==> src/rtl/rs_pkg.sv <==
package rs_pkg;
  typedef enum logic [3:0] {
    S_IDLE, S_PLAN, S_LEAD, S_MCHK, S_DIV, S_MIDA, S_MIDB, S_MID, S_TAIL, S_EMPTY, S_ERR
  } rs_state_e;

  localparam logic [1:0] MODE_RGB565 = 2'd0;
  localparam logic [1:0] MODE_YUV422 = 2'd1;
  localparam logic [1:0] MODE_YUV420 = 2'd2;

  function automatic logic mode_ok(input logic [1:0] m);
    return (m == MODE_RGB565) || (m == MODE_YUV422) || (m == MODE_YUV420);
  endfunction
endpackage

==> src/rtl/rs_div.sv <==
// Restoring divider, one quotient bit per cycle.
module rs_div #(
  parameter int W = 20
) (
  input  logic         clk_i,
  input  logic         rst_ni,
  input  logic         start_i,
  input  logic [W-1:0] dividend_i,
  input  logic [W-1:0] divisor_i,
  output logic         done_o,
  output logic [W-1:0] quot_o
);
  localparam int CNT_W = $clog2(W + 1);

  logic [W-1:0]     rem_q, quo_q, dvs_q;
  logic [CNT_W-1:0] cnt_q;
  logic             run_q, done_q;
  logic [W:0]       shifted;

  assign shifted = {rem_q, quo_q[W-1]};

  always_ff @(posedge clk_i or negedge rst_ni) begin
    if (!rst_ni) begin
      rem_q  <= '0;
      quo_q  <= '0;
      dvs_q  <= '0;
      cnt_q  <= '0;
      run_q  <= 1'b0;
      done_q <= 1'b0;
    end else if (start_i) begin
      rem_q  <= '0;
      quo_q  <= dividend_i;
      dvs_q  <= divisor_i;
      cnt_q  <= CNT_W'(W);
      run_q  <= 1'b1;
      done_q <= 1'b0;
    end else if (run_q) begin
      if (shifted >= {1'b0, dvs_q}) begin
        rem_q <= W'(shifted - {1'b0, dvs_q});
        quo_q <= {quo_q[W-2:0], 1'b1};
      end else begin
        rem_q <= shifted[W-1:0];
        quo_q <= {quo_q[W-2:0], 1'b0};
      end
      cnt_q <= cnt_q - 1'b1;
      if (cnt_q == CNT_W'(1)) begin
        run_q  <= 1'b0;
        done_q <= 1'b1;
      end
    end else begin
      done_q <= 1'b0;
    end
  end

  assign done_o = done_q;
  assign quot_o = quo_q;
endmodule

==> src/rtl/rs_out_slot.sv <==
// Single output register on a valid/ready handshake.
module rs_out_slot #(
  parameter int DW = 48
) (
  input  logic          clk_i,
  input  logic          rst_ni,
  input  logic          load_i,
  input  logic [DW-1:0] data_i,
  output logic          free_o,
  output logic          valid_o,
  input  logic          ready_i,
  output logic [DW-1:0] data_o
);
  logic          vld_q;
  logic [DW-1:0] dat_q;

  assign free_o = !vld_q || ready_i;

  always_ff @(posedge clk_i or negedge rst_ni) begin
    if (!rst_ni) begin
      vld_q <= 1'b0;
      dat_q <= '0;
    end else if (load_i) begin
      vld_q <= 1'b1;
      dat_q <= data_i;
    end else if (ready_i) begin
      vld_q <= 1'b0;
    end
  end

  assign valid_o = vld_q;
  assign data_o  = dat_q;
endmodule

==> src/rtl/rect_splitter.sv <==
module rect_splitter #(
  parameter int CW = 11,
  parameter int LW = 20
) (
  input  logic          clk_i,
  input  logic          rst_ni,
  input  logic          req_valid_i,
  output logic          req_ready_o,
  input  logic [CW-1:0] req_x_i,
  input  logic [CW-1:0] req_y_i,
  input  logic [CW-1:0] req_w_i,
  input  logic [CW-1:0] req_h_i,
  input  logic [1:0]    req_mode_i,
  input  logic          req_tsync_i,
  input  logic [LW-1:0] max_len_i,
  output logic          desc_valid_o,
  input  logic          desc_ready_i,
  output logic [CW-1:0] desc_x_o,
  output logic [CW-1:0] desc_y_o,
  output logic [CW-1:0] desc_w_o,
  output logic [CW-1:0] desc_h_o,
  output logic [1:0]    desc_mode_o,
  output logic          desc_tsync_o,
  output logic          desc_last_o,
  output logic          done_o,
  output logic          err_o
);
  import rs_pkg::*;

  localparam int DW   = 4 * CW + 4;
  localparam int PW   = 2 * CW + 2;
  localparam int CMPW = (PW > LW) ? PW : LW;

  rs_state_e     state_q;
  logic [CW-1:0] x_q, y_q, w_q, h_q, ytop_q;
  logic [1:0]    mode_q;
  logic          first_q;
  logic [LW-1:0] max_q;
  logic          done_q, err_q;

  logic [CW-1:0] xspan;
  logic [PW-1:0] bytes_need;
  logic          oversize;
  logic          div_start, div_done;
  logic [LW-1:0] div_quot;

  logic          slot_free, load, slot_valid;
  logic [CW-1:0] d_x, d_y, d_w, d_h;
  logic          d_last;
  logic [DW-1:0] slot_out;

  assign xspan      = {w_q[CW-1:1], 1'b0};
  assign bytes_need = (PW'(xspan) * PW'(h_q)) << 1;
  assign oversize   = (CMPW'(bytes_need) > CMPW'(max_q)) && (h_q > CW'(1));
  assign div_start  = (state_q == S_MCHK) && (xspan != '0) && oversize;

  rs_div #(.W(LW)) u_div (
    .clk_i      (clk_i),
    .rst_ni     (rst_ni),
    .start_i    (div_start),
    .dividend_i (max_q),
    .divisor_i  (LW'({xspan, 1'b0})),
    .done_o     (div_done),
    .quot_o     (div_quot)
  );

  // Descriptor for the current emitting state.
  always_comb begin
    d_x = x_q; d_y = y_q; d_w = xspan; d_h = h_q; d_last = 1'b0;
    unique case (state_q)
      S_LEAD: begin d_w = CW'(1); d_last = (w_q == CW'(1)); end
      S_MIDA: begin d_h = ytop_q; end
      S_MIDB: begin d_y = y_q + ytop_q; d_h = h_q - ytop_q; d_last = !w_q[0]; end
      S_MID:  begin d_last = !w_q[0]; end
      S_TAIL: begin d_x = x_q + w_q - CW'(1); d_w = CW'(1); d_last = 1'b1; end
      default: ;
    endcase
  end

  assign load = slot_free &&
                (state_q inside {S_LEAD, S_MIDA, S_MIDB, S_MID, S_TAIL});

  rs_out_slot #(.DW(DW)) u_slot (
    .clk_i   (clk_i),
    .rst_ni  (rst_ni),
    .load_i  (load),
    .data_i  ({d_x, d_y, d_w, d_h, mode_q, first_q, d_last}),
    .free_o  (slot_free),
    .valid_o (slot_valid),
    .ready_i (desc_ready_i),
    .data_o  (slot_out)
  );

  assign req_ready_o = (state_q == S_IDLE) && !slot_valid;

  always_ff @(posedge clk_i or negedge rst_ni) begin
    if (!rst_ni) begin
      state_q <= S_IDLE;
      x_q     <= '0;
      y_q     <= '0;
      w_q     <= '0;
      h_q     <= '0;
      ytop_q  <= '0;
      mode_q  <= '0;
      first_q <= 1'b0;
      max_q   <= '0;
    end else begin
      if (load) first_q <= 1'b0;
      unique case (state_q)
        S_IDLE: if (req_valid_i && req_ready_o) begin
          x_q     <= req_x_i;
          y_q     <= req_y_i;
          w_q     <= req_w_i;
          h_q     <= req_h_i;
          mode_q  <= req_mode_i;
          first_q <= req_tsync_i;
          max_q   <= max_len_i;
          state_q <= S_PLAN;
        end
        S_PLAN: begin
          if (!mode_ok(mode_q))               state_q <= S_ERR;
          else if (w_q == '0 || h_q == '0)    state_q <= S_EMPTY;
          else if (x_q[0])                    state_q <= S_LEAD;
          else                                state_q <= S_MCHK;
        end
        S_LEAD: if (load) begin
          x_q     <= x_q + CW'(1);
          w_q     <= w_q - CW'(1);
          state_q <= (w_q == CW'(1)) ? S_IDLE : S_MCHK;
        end
        S_MCHK: begin
          if (xspan == '0)   state_q <= S_TAIL;
          else if (oversize) state_q <= S_DIV;
          else               state_q <= S_MID;
        end
        S_DIV: if (div_done) begin
          ytop_q  <= (div_quot == '0) ? CW'(1) : CW'(div_quot);
          state_q <= S_MIDA;
        end
        S_MIDA: if (load) state_q <= S_MIDB;
        S_MIDB, S_MID: if (load) state_q <= w_q[0] ? S_TAIL : S_IDLE;
        S_TAIL: if (load) state_q <= S_IDLE;
        default: state_q <= S_IDLE;
      endcase
    end
  end

  always_ff @(posedge clk_i or negedge rst_ni) begin
    if (!rst_ni) begin
      done_q <= 1'b0;
      err_q  <= 1'b0;
    end else begin
      done_q <= (slot_valid && desc_ready_i && slot_out[0]) ||
                (state_q == S_EMPTY) || (state_q == S_ERR);
      err_q  <= (state_q == S_ERR);
    end
  end

  assign desc_valid_o = slot_valid;
  assign {desc_x_o, desc_y_o, desc_w_o, desc_h_o, desc_mode_o, desc_tsync_o, desc_last_o} = slot_out;
  assign done_o = done_q;
  assign err_o  = err_q;
endmodule

==> config.mk <==
export PLATFORM = sky130hd
export DESIGN_NAME = rect_splitter
export DESIGN_NICKNAME = d
export VERILOG_FILES = /design/src/rtl/rs_pkg.sv /design/src/rtl/rs_div.sv /design/src/rtl/rs_out_slot.sv /design/src/rtl/rect_splitter.sv
export SDC_FILE = /design/constraint.sdc
export NUM_CORES = 1
export LEC_CHECK = 0
export CAP_MARGIN = 15
export CORE_UTILIZATION = 25
export CTS_BUF_LIST = sky130_fd_sc_hd__clkbuf_8
export CTS_CLUSTER_DIAMETER = 30
export DETAILED_ROUTE_END_ITERATION = 12
export DONT_BUFFER_PORTS = 1
export PLACE_DENSITY_LB_ADDON = 0.1
export SYNTH_ARGS = -nofsm -noshare
export SYNTH_HDL_FRONTEND = slang
export SYNTH_HIERARCHICAL = 1
export SYNTH_SLANG_ARGS = --single-unit
==> constraint.sdc <==
create_clock -name clk_i -period 10 [get_ports clk_i]
set_clock_uncertainty 0.15 [all_clocks]
set_input_delay 2 -clock clk_i [delete_from_list [all_inputs] [get_ports clk_i]]
set_output_delay 2 -clock clk_i [all_outputs]
set_load 0.01 [all_outputs]
# [Word-level counts from Yosys, hierarchy flattened]
# Cells that the tools add are included.
[totals] ff_bits=190 latchBits=0 ram_bits=0 romBits=0 inputBits=71 out_inout_bits=52 elab_cells=130 memories=0
[op_classes] n_addsub=8 n_mul=1 n_div=0 magnitude_cmp=3 n_eq_ne=21 n_shift=0 mux=45 n_bitwise=0 reduce_logical=33
[ops] operator="2-to-1 mux 20 bit" n=5
[ops] operator="2-to-1 mux 11 bit" n=8
[ops] operator="case mux 11 bit (2 select lines)" n=3
[ops] operator="2-to-1 mux 4 bit" n=10
[ops] operator="zero test 11 bit" n=3
[ops] operator="case mux 4 bit (8 select lines)" n=1
[ops] operator="greater-than comparator 23 x 20 -> 1 bit" n=1
[ops] operator="adder 11 bit" n=2
[ops] operator="subtractor 11 x 1 -> 11 bit (second input constant)" n=2
[ops] operator=">= comparator 21 x 12 -> 1 bit" n=1
[ops] operator="multiplier 10 x 11 -> 21 bit" n=1
[ops] operator="zero test 20 bit" n=1
[ops] operator="subtractor 20 x 12 -> 20 bit" n=1
[ops] operator="equality test 4 x 3 -> 1 bit (second input constant)" n=4
[ops] operator="2-to-1 mux 1 bit" n=13
[ops] operator="equality test 4 bit (second input constant)" n=3
[ops] operator="adder 11 x 1 -> 11 bit (second input constant)" n=1
[ops] operator="equality test 11 x 1 -> 1 bit (second input constant)" n=1
[ops] operator="greater-than comparator 11 x 1 -> 1 bit (second input constant)" n=1
[ops] operator="nonzero test 11 bit" n=1
[ops] operator="subtractor 11 bit" n=1
[ops] operator="2-to-1 mux 5 bit" n=2
[ops] operator="equality test 4 x 2 -> 1 bit (second input constant)" n=2
[ops] operator="logical AND 1 bit" n=8
[ops] operator="20 further kinds" n=35

# [Depth between registers and ports, before layout]
# Gate-level depths: netlist of run 1.
[depth] word_depth=6 mapped_depth=33 depth_no_buf=30

# [By module]
# Netlist of run 1, hierarchy kept.
[by_module_without_submodules] module="rect_splitter" n_inst=1 cells_per_inst=1268 area_each_um2=10014.6 seq_area_each_um2=2102.0
[by_module_without_submodules] module="rs_div" n_inst=1 cells_per_inst=448 area_each_um2=4021.4 seq_area_each_um2=1676.6
[by_module_without_submodules] module="rs_out_slot" n_inst=1 cells_per_inst=104 area_each_um2=1858.0 seq_area_each_um2=1226.2

# [Least setup slack after synthesis of run 1]
# OpenSTA, ideal clock, no wires.
[synth_path] path_kind="register to register" startpoint="register h_q[5]" endpoint="register, netlist name u_div/dvs_q[15]" setup_ps=132 arrival_ps=7060 required_time_ps=9718 path_slack_ps=2657 path_stages_with_launch=32 cell_sequence="dfrtp_1 -> clkbuf_1 -> nand2_1 -> fa_1 -> inv_1 -> fa_1 -> inv_1 -> fa_1 -> inv_1 -> fa_1 -> inv_1 -> fa_1 -> inv_1 -> ha_1 -> a21o_1 -> a211oi_1 -> nor2_1 -> a21o_1 -> a21oi_1 -> xnor2_1 -> ha_1 -> nand4_1 -> nor3_1 -> o21ai_0 -> a31oi_1 -> o21ai_0 -> and3_1 -> a21oi_1 -> clkbuf_1 -> clkbuf_1 -> buf_1 -> o21ai_1"
[synth_lines] element="start, declared" line="rect_splitter.sv:35" text="logic [CW-1:0] x_q, y_q, w_q, h_q, ytop_q;"
[synth_lines] element="start signal, assigned" line="rect_splitter.sv:114" text="h_q <= req_h_i;"

==> impl_metrics.json, run 1 <==
{
  "io_buffers": 0,
  "critPathRequiredTime_ns": 10.31,
  "fin_crit_ns": 8.58,
  "max_stage_delay_ns": 0.78,
  "min_path_cells": 2,
  "drive_gt1_frac": 0.0681,
  "place_hpwl_um": 38100,
  "clkSlewWorstSetupHoldPaths_ns": 0.14,
  "ys_ff_latch": 200,
  "drv_slew": 0,
  "cp_max_fo": 45,
  "grt_usage": 0.160,
  "core_um2": 63000,
  "cts.sinks": 200,
  "rsz0062_at_grt": "no",
  "synth_warnings": 6,
  "grt.overflow.total": 0,
  "cp-start-kind": "flop",
  "cap_violations": 0,
  "grt_max_degree": 201,
  "hp-class": "flop to flop",
  "grt_pass1_vias": 12608,
  "max_freq_ghz": 0.117,
  "yosysUniqueCellTypes": 70,
  "fill_cells": 6820,
  "clk_path_buf_depth": 2,
  "io_pins": 123,
  "status": "complete, no violations",
  "crit_buf_inv": 6,
  "ys_seq_area_frac": 0.315,
  "yosys_most_used_dff": "dfrtp_1",
  "end_kind": "flop",
  "globalplace.congestion": 0.791,
  "wl_per_cell_um": 19.0,
  "rr_worst_depth": 28,
  "worstHoldStart": "max_q[9]",
  "reg2reg_slack_ns": 1.42,
  "holdPathEnd": "u_div/quot_o[9]",
  "htree_num_levels": 4,
  "tns_ns": 0,
  "fin_nets": 2061,
  "worstMarginPinSlew_ns": 0.968,
  "synth_area_um2": 15900,
  "first_iter_violations": 613,
  "final_hold_viol_count": 0,
  "setup_viol": 0,
  "cts_hold_buf": 0,
  "routed_wl_um": 50000,
  "areaGrowthSynthToFinish_pct": 7.88,
  "start_util": 0.252,
  "critPathKind": "flop to flop",
  "cts_tree": "done",
  "cp_slowest_cell": "dfrtp_1",
  "die_w_um": 254,
  "yosysTopAreaCell": "dfrtp_1",
  "netlist.area_leader.share": 0.315,
  "async_reset_ff_frac": 1.00,
  "synth_area_leaders": "dfrtp_1, ha_1, fa_1, nand2_1, inv_1",
  "cts_resized": 0,
  "fp.dieH_um": 254,
  "drt.antenna.violating_nets": 0,
  "finalCritPeriodShare": 0.858,
  "route.detailed.drc": 0,
  "antenna_found_initial": 2,
  "cts_root_buffer": "clkbuf_8",
  "clk_latency_ns": 0.58,
  "crit_arrival_ns": 8.89,
  "rr_startpoint": "w_q[4]",
  "final-seq-area_um2": 5010,
  "timing.slew.headroom": 0.353,
  "cts_setup_buffers": 0,
  "firstDrtPassIters": 5,
  "avgSynthCellArea_um2": 8.73,
  "r2r-end": "u_div/dvs_q[0]",
  "num_rows": 92,
  "multiInputGateArea_um2": 9870,
  "grt_pass1_wl_um": 78000,
  "path_delay_family": "adder cells",
  "syn_inst": 1820,
  "vias": 12342,
  "vias_per_cell": 4.68,
  "cts_made_buffers": 17,
  "synth_edf_count": 0,
  "dieArea_um2": 64600
}
## cells in the mapped netlist (all sizes together), types with 22 or more instances
cell	instances
a21oi	100
nor2	121
nand3	30
ha	138
xnor2	36
fa	74
and2	46
a211oi	26
inv	185
mux2	64
xor2	22
clkbuf	61
o21ai	144
o22ai	30
dfrtp	200
nand2	279
nor3	33
mux2i	31
## layout make-up
type | instances | share of cell area
inverters | 186 | 0.0407
clock inverters | 15 | 0.0109
repair buffers | 11 | 0.00482
flip-flops and latches | 200 | 0.292
well taps | 846 | 0.0617
multi-input cells | 1362 | 0.576
diodes | 2 | 0.000292
clock buffers | 17 | 0.0136
## per-stage QoR
stage               utilization  setup slack (ns)  area (µm²)  instances  hold WS [ns]
floorplan                     -              2.66       15900       1829         0.303
global placement          0.266              1.56       16700       2605         0.319
detailed placement        0.266              1.45       16700       2605         0.319
CTS                       0.272              1.39       17100       2637         0.328
global route              0.272             0.779       17100       2638         0.368
finish                    0.272              1.42       17100       2639         0.327
## metal layers
layer / up-vias / routed length, µm / global-route usage
met3: 29 / 1330 / 0.0234
met5: - / 12 / 0
met1: 6071 / 24100 / 0.219
met2: 155 / 23900 / 0.264
li1: 6085 / - / -
met4: 2 / 607 / 0.0396
## cells in the final DEF, fill, tap and decap left out, types with 4 or more instances in the layout
master,n
o31ai_1,9
nand4_1,14
o21bai_1,5
inv_1,184
a22oi_1,5
mux2_2,52
a21o_1,20
dfrtp_1,199
a31oi_1,18
mux2i_1,31
a211oi_1,23
nor4_1,13
or3_1,4
o41ai_1,4
clkbuf_8,17
nor2_1,121
nor3_1,32
xnor2_1,36
o21ai_0,126
fa_1,74
nand3b_1,4
ha_1,138
conb_1,10
nand3_1,30
o21a_1,8
o22ai_1,29
a21oi_1,98
nand2b_1,16
and2_1,46
buf_4,11
o211ai_1,4
mux2_4,11
nand2_1,279
o21ai_1,18
nor2b_1,13
xor2_1,22
and3_1,9
## worst max-delay path by stage
stage	start	endpoint	slack [ns]	cells after the start
finish	w_q[4]	u_div/dvs_q[0]	1.42	28
global route	w_q[4]	u_div/dvs_q[0]	0.78	28
CTS	w_q[4]	u_div/dvs_q[0]	1.39	28
detailed placement	w_q[4]	u_div/dvs_q[0]	1.45	28
global placement	w_q[4]	u_div/dvs_q[0]	1.56	28
floorplan	h_q[5]	u_div/dvs_q[15]	2.66	31
## tightest hold or removal path: stages, from the launching register on
cell and delay [ns]:
dfrtp_1 0.35, nand2_1 0.06, o21ai_0 0.06
## sequential cells by signal, summed over array words and instances, names as in the netlist
name and count:
u_slot/data_o 48, max_q 20, u_div/dvs_q 20, u_div/quot_o 20, u_div/rem_q 20, h_q 11
w_q 11, x_q 11, y_q 11, ytop_q 11, u_div/cnt_q 5, state_q 4
mode_q 2, done_o 1, err_o 1, first_q 1, u_div/done_o 1, u_div/run_q 1
u_slot/valid_o 1
## cell families (layout without fill, tap and decap cells)
group	Yosys count	after routing	share of synthesized area
muxes	95	95	0.0675
and+or+nand+nor	592	592	0.167
DFF	200	200	0.315
AOI/OAI and AO/OA	395	395	0.149
other	1	12	0.000236
xor gates and xnor gates	58	58	0.0320
buffers and inverters	267	229	0.0673
adders and majority gates	212	212	0.202
Power of run 1 is not shown: default switching activity piles up to over one toggle a cycle in this logic, so the estimate is an artifact.
==> inputs of run 2 (changes only) <==
--- a/config.mk
+++ b/config.mk
@@ -11,7 +11,7 @@
 export CTS_CLUSTER_DIAMETER = 30
 export DETAILED_ROUTE_END_ITERATION = 12
 export DONT_BUFFER_PORTS = 1
-export PLACE_DENSITY_LB_ADDON = 0.1
+export PLACE_DENSITY_LB_ADDON = 0.12
 export SYNTH_ARGS = -nofsm -noshare
 export SYNTH_HDL_FRONTEND = slang
 export SYNTH_HIERARCHICAL = 1
==> constraint.sdc (replaced) <==
create_clock -name clk_i -period 7.9 [get_ports clk_i]
set_clock_uncertainty 0.15 [all_clocks]
set_input_delay 1.58 -clock clk_i [delete_from_list [all_inputs] [get_ports clk_i]]
set_output_delay 1.58 -clock clk_i [all_outputs]
set_load 0.01 [all_outputs]
==> run 2 against run 1 <==
Against the previous run:
- fmax grew 16%
- global-route usage up 0.32 points
- first-iteration DRC count is 14% higher
- register-to-register slack worse by 0.91 ns
- wire length rose by 2.4%
- worst setup slack lost 0.91 ns
- die area is the same
- core utilization grew 0.27 points
- worst hold slack got worse by 0.0019 ns
- sequential share of layout area down 0.29 points
==> impl_metrics.json, run 2 (same netlist as run 1, synthesis figures left out) <==
{
  "final_common_cell": "nand2_1",
  "rr_worst_depth": 27,
  "globalplace.congestion": 0.842,
  "clk_latency_ns": 0.59,
  "max_freq_ghz": 0.135,
  "htree_num_levels": 4,
  "grt_pass1_vias": 12842,
  "routed_wl_um": 51200,
  "max_stage_delay_ns": 0.54,
  "areaGrowthSynthToFinish_pct": 8.95,
  "end_kind": "flop",
  "io_buffers": 0,
  "timing.slew.headroom": 0.311,
  "place_hpwl_um": 38800,
  "cap_violations": 0,
  "final_cell_mix": "nand2_1, dfrtp_1, inv_1",
  "start_util": 0.252,
  "reg2reg_slack_ns": 0.51,
  "grt_usage": 0.163,
  "vias": 12617,
  "cts.sinks": 200,
  "fp.dieH_um": 254,
  "fin_crit_ns": 7.39,
  "core_um2": 63000,
  "dieArea_um2": 64600,
  "fill_cells": 6811,
  "status": "complete, no violations",
  "worstMarginPinSlew_ns": 1.03,
  "wl_per_cell_um": 19.2,
  "crit_arrival_ns": 7.72,
  "route.detailed.drc": 0,
  "drive_gt1_frac": 0.0804,
  "grt_pass1_wl_um": 79000,
  "cts_tree": "done",
  "critPathRequiredTime_ns": 8.23,
  "io_pins": 123,
  "fin_nets": 2086,
  "clk_path_buf_depth": 2,
  "cts_made_buffers": 17,
  "die_w_um": 254,
  "grt.overflow.total": 0,
  "firstDrtPassIters": 5,
  "drv_slew": 0,
  "cp-start-kind": "flop",
  "setup_viol": 0,
  "vias_per_cell": 4.74,
  "grt_max_degree": 201,
  "finalCritPeriodShare": 0.935,
  "antenna_found_initial": 2,
  "cts_root_buffer": "clkbuf_8",
  "final_hold_viol_count": 0,
  "hp-class": "flop to flop",
  "tns_ns": 0,
  "first_iter_violations": 697,
  "clkSlewWorstSetupHoldPaths_ns": 0.12,
  "rsz0062_at_grt": "no",
  "drt.antenna.violating_nets": 0,
  "endpoint": "u_div/dvs_q[0]",
  "critPathKind": "flop to flop",
  "num_rows": 92,
  "path_common_cell": "fa_1",
  "rr_startpoint": "h_q[7]",
  "largest_reg_flops": 48,
  "multiInputGateArea_um2": 9880,
  "setup.worst_path.start": "h_q[7]",
  "r2r-end": "u_div/dvs_q[0]",
  "cp_max_fo": 61,
  "cp_slowest_cell": "fa_1",
  "final-seq-area_um2": 5010
}
-- run 2: cell count changes in the layout (fill, tap and decap cells not counted), moves of 2 or more --
cell and delta:
buf_4 +24, bufinv_16 -2, clkinv_2 -2, clkinvlp_4 -2
-- run 2: repair_timing --
action / 4_1_cts / 5_1_grt
buffers inserted: 0 / 0
setup endpoints to repair: 0 / 10
resized for setup: 0 / 3
hold buffers: 0 / 0
-- run 2: routing by layer --
metal / GRT usage / up-vias / routed length [µm]
met5: 0 / - / 17
li1: - / 6125 / -
met3: 0.0323 / 39 / 1930
met4: 0.0465 / 2 / 871
met2: 0.267 / 212 / 24400
met1: 0.217 / 6239 / 24000
-- run 2: worst min path at each step --
stage,cells past startpoint,start,to
floorplan,2,max_q[10],u_div/quot_o[10]
global placement,2,max_q[4],u_div/quot_o[4]
detailed placement,2,max_q[9],u_div/quot_o[9]
CTS,2,max_q[9],u_div/quot_o[9]
global route,2,max_q[9],u_div/quot_o[9]
finish,2,max_q[9],u_div/quot_o[9]
-- run 2: area by class of cell --
class,instances,share of cell area
sequential,200,0.289
antenna,1,0.000145
clock buffer,18,0.0143
tap,846,0.0611
multi-input combinational,1362,0.571
timing repair buffer,36,0.0163
inverter,186,0.0403
clock inverter,13,0.00809
-- run 2: through the flow --
| step | setup slack (ns) | cells | hold slack [ns] | utilization | area (µm²) |
|---|---|---|---|---|---|
| finish | 0.510 | 2662 | 0.325 | 0.275 | 17300 |
| global route | 0.0292 | 2662 | 0.368 | 0.275 | 17300 |
| CTS | 0.310 | 2661 | 0.331 | 0.275 | 17300 |
| detailed placement | 0.321 | 2630 | 0.323 | 0.269 | 16900 |
| global placement | 0.458 | 2630 | 0.320 | 0.269 | 16900 |
| floorplan | 0.557 | 1829 | 0.303 | - | 15900 |
-- run 2: worst max-delay path, delay by kind of cell (launching register included) --
family	cells	cell delay [ns]
AND/OR/NAND/NOR	7	0.99
buffers and inverters	5	0.72
flip-flops	1	0.37
multiplexers	1	0.35
AO/OA/AOI/OAI	7	1.47
adder cells (fa/ha/maj)	7	3.19
Power of run 2 is left out for the same reason.
